### src/rtl/clkgen_strap_pkg.sv
// Package: shared parameters of the strap latch / power-down control block.
// Assumes nothing; holds defaults only.
package clkgen_strap_pkg;
    localparam int FS_W_DEF   = 3;   // number of frequency-select straps
    localparam int N_MAIN_DEF = 4;   // non-PCI clock enables
    localparam int N_PCI_DEF  = 6;   // stoppable PCI clock enables
    localparam int N_FREE_DEF = 3;   // free-running PCI clock enables
    localparam int RST_DEF    = 8;   // reset pulse length in clk cycles
    localparam int WDT_DEF    = 100; // watchdog timeout in clk cycles
endpackage

### src/rtl/clkgen_strap_latch.sv
// Strap latch: captures the strap levels on the first edge that sees
// power-good low, then holds them; owns the frequency-ratio register.
// Assumes pg_pin_n and straps are stable around the capture edge
// (board-level power sequencing guarantees this).
module clkgen_strap_latch #(
    parameter int FS_W = 3
) (
    input  logic            clk,
    input  logic            rst_n,
    input  logic            pg_pin_n,
    input  logic [FS_W-1:0] strap_fs_in,
    input  logic            strap_sel_in,
    input  logic            ratio_wr,
    input  logic [FS_W-1:0] ratio_wr_data,
    output logic            valid,
    output logic [FS_W-1:0] fs_q,
    output logic            sel_q,
    output logic            ratio_change
);
    logic capture;

    // Capture exactly once: not yet valid and power-good asserted.
    assign capture      = !valid && !pg_pin_n;
    // A ratio change is a post-capture write of a different value.
    assign ratio_change = valid && ratio_wr && (ratio_wr_data != fs_q);

    // Hold the captured straps; the ratio field may be rewritten later.
    always_ff @(posedge clk) begin
        if (!rst_n) begin
            valid <= 1'b0;
            fs_q  <= '0;
            sel_q <= 1'b0;
        end else if (capture) begin
            valid <= 1'b1;
            fs_q  <= strap_fs_in;
            sel_q <= strap_sel_in;
        end else if (ratio_change) begin
            fs_q  <= ratio_wr_data;
        end
    end
endmodule

### src/rtl/clkgen_pd_sync.sv
// Power-down synchroniser: the request sets every stage at once
// (asynchronous assertion); release ripples through SYNC_STAGES edges.
// Assumes pd_req is glitch-free (a pin gated by a register).
module clkgen_pd_sync #(
    parameter int SYNC_STAGES = 2
) (
    input  logic clk,
    input  logic rst_n,
    input  logic pd_req,
    output logic pd_hold
);
    logic [SYNC_STAGES-1:0] stg;

    // Async set on request, synchronous reset and shift otherwise.
    always_ff @(posedge clk or posedge pd_req) begin
        if (pd_req) begin
            stg <= '1;
        end else if (!rst_n) begin
            stg <= '0;
        end else begin
            stg <= {stg[SYNC_STAGES-2:0], 1'b0};
        end
    end

    assign pd_hold = stg[SYNC_STAGES-1];
endmodule

### src/rtl/clkgen_rst_pulse.sv
// Reset pulse generator with a one-shot watchdog. A trigger (ratio change
// or watchdog expiry) loads a pulse counter; sys_rst_n is low while it is
// non-zero. Assumes triggers are single-cycle strobes.
module clkgen_rst_pulse #(
    parameter int RST_CYCLES = 8,
    parameter int WDT_CYCLES = 100
) (
    input  logic clk,
    input  logic rst_n,
    input  logic ratio_change,
    input  logic wdt_arm,
    output logic sys_rst_n
);
    localparam int RW = $clog2(RST_CYCLES + 1);
    localparam int WW = $clog2(WDT_CYCLES + 1);

    logic [RW-1:0] rst_cnt;
    logic [WW-1:0] wdt_cnt;
    logic          wdt_armed;
    logic          wdt_expire;
    logic          trigger;

    assign wdt_expire = wdt_armed && (wdt_cnt == WW'(1));
    assign trigger    = ratio_change || wdt_expire;

    // Watchdog: reload on arm, count down while armed, disarm on expiry.
    always_ff @(posedge clk) begin
        if (!rst_n) begin
            wdt_cnt   <= '0;
            wdt_armed <= 1'b0;
        end else if (wdt_arm) begin
            wdt_cnt   <= WW'(WDT_CYCLES);
            wdt_armed <= 1'b1;
        end else if (wdt_expire) begin
            wdt_cnt   <= '0;
            wdt_armed <= 1'b0;
        end else if (wdt_armed) begin
            wdt_cnt   <= wdt_cnt - WW'(1);
        end
    end

    // Pulse counter: load on trigger, count down to zero.
    always_ff @(posedge clk) begin
        if (!rst_n) begin
            rst_cnt <= '0;
        end else if (trigger) begin
            rst_cnt <= RW'(RST_CYCLES);
        end else if (rst_cnt != '0) begin
            rst_cnt <= rst_cnt - RW'(1);
        end
    end

    assign sys_rst_n = (rst_cnt == '0);
endmodule

### src/rtl/clkgen_strap_ctrl.sv
// Top: strap latch, pin direction control, power-down gating of all clock
// enables, PCI stop gating with free-running exemption, reset pulse.
// Assumes clk is the free-running reference clock, present whenever
// rst_n is released.
module clkgen_strap_ctrl #(
    parameter int FS_W        = clkgen_strap_pkg::FS_W_DEF,
    parameter int N_MAIN      = clkgen_strap_pkg::N_MAIN_DEF,
    parameter int N_PCI       = clkgen_strap_pkg::N_PCI_DEF,
    parameter int N_FREE      = clkgen_strap_pkg::N_FREE_DEF,
    parameter int RST_CYCLES  = clkgen_strap_pkg::RST_DEF,
    parameter int WDT_CYCLES  = clkgen_strap_pkg::WDT_DEF,
    parameter int SYNC_STAGES = 2
) (
    input  logic              clk,
    input  logic              rst_n,
    input  logic              pg_pin_n,
    input  logic [FS_W-1:0]   strap_fs_in,
    input  logic              strap_sel_in,
    input  logic              pci_stop,
    input  logic              ratio_wr,
    input  logic [FS_W-1:0]   ratio_wr_data,
    input  logic              wdt_arm,
    output logic [FS_W:0]     pin_oe,
    output logic              straps_valid,
    output logic [FS_W-1:0]   fs_latched,
    output logic              sel24,
    output logic [N_MAIN-1:0] clk_en_main,
    output logic [N_PCI-1:0]  clk_en_pci,
    output logic [N_FREE-1:0] clk_en_free,
    output logic              sys_rst_n
);
    logic ratio_change;
    logic pd_req;
    logic pd_hold;
    logic run;

    clkgen_strap_latch #(.FS_W(FS_W)) u_latch (
        .clk          (clk),
        .rst_n        (rst_n),
        .pg_pin_n     (pg_pin_n),
        .strap_fs_in  (strap_fs_in),
        .strap_sel_in (strap_sel_in),
        .ratio_wr     (ratio_wr),
        .ratio_wr_data(ratio_wr_data),
        .valid        (straps_valid),
        .fs_q         (fs_latched),
        .sel_q        (sel24),
        .ratio_change (ratio_change)
    );

    // The pin means power-down only once the straps are held.
    assign pd_req = straps_valid && pg_pin_n;

    clkgen_pd_sync #(.SYNC_STAGES(SYNC_STAGES)) u_pd (
        .clk    (clk),
        .rst_n  (rst_n),
        .pd_req (pd_req),
        .pd_hold(pd_hold)
    );

    clkgen_rst_pulse #(.RST_CYCLES(RST_CYCLES), .WDT_CYCLES(WDT_CYCLES)) u_rst (
        .clk         (clk),
        .rst_n       (rst_n),
        .ratio_change(ratio_change),
        .wdt_arm     (wdt_arm),
        .sys_rst_n   (sys_rst_n)
    );

    assign run    = straps_valid && !pd_hold;
    assign pin_oe = {(FS_W+1){straps_valid}};

    // Per-output enable fan-out; only the stoppable PCI group sees pci_stop.
    for (genvar i = 0; i < N_MAIN; i++) begin : g_main
        assign clk_en_main[i] = run;
    end
    for (genvar i = 0; i < N_PCI; i++) begin : g_pci
        assign clk_en_pci[i] = run && !pci_stop;
    end
    for (genvar i = 0; i < N_FREE; i++) begin : g_free
        assign clk_en_free[i] = run;
    end
endmodule

### config.mk
export PLATFORM = sky130hd
export DESIGN_NAME = clkgen_strap_ctrl
export DESIGN_NICKNAME = d
export VERILOG_FILES = /design/src/rtl/clkgen_strap_pkg.sv /design/src/rtl/clkgen_strap_latch.sv /design/src/rtl/clkgen_pd_sync.sv /design/src/rtl/clkgen_rst_pulse.sv /design/src/rtl/clkgen_strap_ctrl.sv
export SDC_FILE = /design/constraint.sdc
export NUM_CORES = 1
export LEC_CHECK = 0
export ABC_AREA = 1
export BUFFER_PORTS_ARGS = -buffer_cell sky130_fd_sc_hd__buf_2
export CAP_MARGIN = 20
export CORE_ASPECT_RATIO = 0.8
export CORE_MARGIN = 2
export CORE_UTILIZATION = 40
export DETAILED_ROUTE_END_ITERATION = 8
export PLACE_DENSITY = 0.65
export SLEW_MARGIN = 0
export SYNTH_ARGS = -nofsm -noshare
export SYNTH_HDL_FRONTEND = slang
export SYNTH_SLANG_ARGS = --single-unit
### constraint.sdc
create_clock -name clk -period 1.7 [get_ports clk]
set_clock_uncertainty 0.2 [all_clocks]
set_input_delay 0.34 -clock clk [delete_from_list [all_inputs] [get_ports clk]]
set_output_delay 0.34 -clock clk [all_outputs]
set_load 0.01 [all_outputs]
==> reports/results.ini <==
[yosys]
synth_enable_flop_cells=0
synth_area_leader_cell=dfxtp_1
synth_top_area_share_pct=30.7
ys_seq_area_share_pct=35.4
synth_nets=176
postSynthCellCount=159
async_flop_share_pct=10.5
ys.flop_type=dfxtp_1
synth-seq-cells=19
yosysMostFrequentCell=nand2_1
syn-cell-area_sq_mm=0.00111
synth.distinct_cells=23
synth_common_cells=32 x nand2_1, 23 x inv_1, 17 x dfxtp_1
synth_warnings=0
synth_area_per_cell_sq_um=6.97
ys_top_cells_by_area=dfxtp_1 31%, buf_4 11%, nand2_1 11%

[routing]
drc=0
dr_wl_met3_um=127
wl_met1_um=1000
drt-total-wl_um=2240
vias=1032
wl_per_cell_um=9.96
dr.pass1.iters=4
met2_length_um=1080
top_layer=met4
ant_nets=0
drt-initial-drc-count=23
vias_per_cell=4.59

[hold_path]
hold_start=strap_sel_in
hold_path.class=input pin to flop
hold_depth=3
min_to=u_latch.sel_q

[global_routing]
antenna_found_initial=0
overflow=0
grtUsageTotal_pct=15.0
grt_pass1_vias=941
grt_max_degree=12
grt_pass1_wl_um=3750

[floorplan]
initial_core_util_pct=41.0
io_pins=36
fp.dieH_um=51.1
fp-row-count=17
core_sq_mm=0.00270
die_area_sq_mm=0.00321
die_w_um=62.9

[setup_path]
slowest_stage=dfxtp_2
cpPeakStageDelay_ns=0.35
path_class=flop to output port
crit_buf_inv=3
critPathCaptureType=output port
path_cells=inv_4, ha_4, nand3_4, inv_2, buf_6
startpoint=u_rst.rst_cnt[0]
path_max_fanout=3
reg2reg_from=u_rst.wdt_cnt[0]
r2r_slack_ns=0.26
path_delay_family=flip-flops
critPathRequiredTime_ns=1.16
reg2reg_to=u_rst.wdt_cnt[1]
critPathLaunchType=flop
arrival_ns=1.15
r2r_cells=4

[pwr]
p_per_area_mw_per_mm2=1080
irDropWorstVdd_mv=0.367
p_leak_nw=0.681

[timing]
period_share_pct=99.2
finalCriticalPeriod_ns=1.69
hold_viol=0
timing.setup.tns_ns=0
rsz0062_at_grt=true
slew_violations=0
max_freq_mhz=593
setup_violations=0

[cts]
htree_levels=1
cts_buffers=3
root_buffer=clkbuf_4
clock_path_buffers=2
clk_pin_slew_worst_paths_ns=0.12
cts.sinks=19
cts_tree=yes
clock_latency_ns=0.31

[final_layout]
antennaDiodeCount=0
nets=205
drive_gt1_share_pct=35.8
areaGrowthSynthToFinish_pct=20.2
fin_cells=225
fin_area_sq_mm=0.00133

[placed_design]
place_inst=217
place_hpwl_um=1710
gp_congestion=0.815
dpl_cell_area_sq_mm=0.00122
portBuffers=35

[flow_run]
cap_violations=0

[outcome]
status=finished, final reports clean

-- layer usage --
layer | vias up | track usage [%]
met5 | - | 0
met4 | 0 | 7.04
li1 | 533 | -
met2 | 31 | 27.6
met1 | 464 | 15.9
met3 | 4 | 4.63
-- metrics by stage --
step	util [%]	hold WS, ns	total power [mW]	worst slack [ns]
finish	49.3	0.0521	1.44	0.0138
floorplan	-	0.0666	0.918	0.00153
global route	49.3	0.0558	1.55	-0.0290
global placement	45.3	0.191	0.997	0.251
CTS	48.8	0.0453	1.39	0.00456
detailed placement	45.3	0.212	1.02	0.204
-- cell usage in the layout (no fill, tap or decap), types with 2 or more instances in the layout --
cell type / instances
a21oi_1: 16
buf_2: 34
buf_4: 4
clkbuf_4: 3
dfstp_2: 2
dfxtp_1: 14
dfxtp_2: 3
ha_1: 3
inv_1: 19
inv_2: 3
inv_4: 2
nand2_1: 32
nand2_2: 3
nand3_1: 8
nor2_1: 12
nor2_2: 5
o21ai_0: 7
xnor2_1: 2
-- how the worst max path moves through the flow --
| stage | depth (start not counted) | end |
|---|---|---|
| 2_1_floorplan | 3 | clk_en_pci[1] |
| 3_3_place_gp | 5 | sys_rst_n |
| 3_5_place_dp | 5 | sys_rst_n |
| 4_1_cts | 5 | sys_rst_n |
| 5_1_grt | 5 | sys_rst_n |
| 6_report | 5 | sys_rst_n |
-- timing repair --
action	in CTS	in global routing
hold buffers	1	0
resized for setup	11	5
setup buffers	3	0
endpoints found under the hold margin	2	0
pin swaps	1	2
endpoints found under the setup margin	14	14
-- worst reg2reg max path: stages, from the launching register on --
cell     delay, ns
dfxtp_1       0.39
inv_1         0.08
ha_1          0.28
or2_2         0.29
a21oi_1       0.15
-- where the power goes --
part	total [mW]	internal [mW]	leakage [nW]	switching [mW]
registers	0.566	0.516	0.163	0.0497
clock network	0.237	0.0880	0.0177	0.150
logic	0.632	0.290	0.501	0.342
total	1.44	0.894	0.681	0.542
-- cell families (layout without fill, tap and decap cells) --
family,count (synthesis),count (layout),synth area share [%]
and+or+nand+nor,67,67,27.2
buffers and inverters,41,69,19.3
AOI/OAI and AO/OA,24,24,10.8
DFF,19,19,35.4
adders and majority gates,4,4,4.51
xor gates and xnor gates,3,3,2.37
other,1,1,0.338
-- state kept, by name (all words and copies together) (netlist names) --
register	flops
u_latch.fs_q	3
u_latch.sel_q	1
u_latch.valid	1
u_pd.stg	2
u_rst.rst_cnt	4
u_rst.wdt_armed	1
u_rst.wdt_cnt	7
-- layout make-up --
class	instances	area (sq um)
flip-flops and latches	19	397
clock inverters	1	5.00
well taps	38	47.5
inverters	25	98.8
fillers	273	1370
multi-input cells	99	541
repair buffers	40	221
clock buffers	3	22.5
No activity file was read; power rests on OpenSTA's default activity.
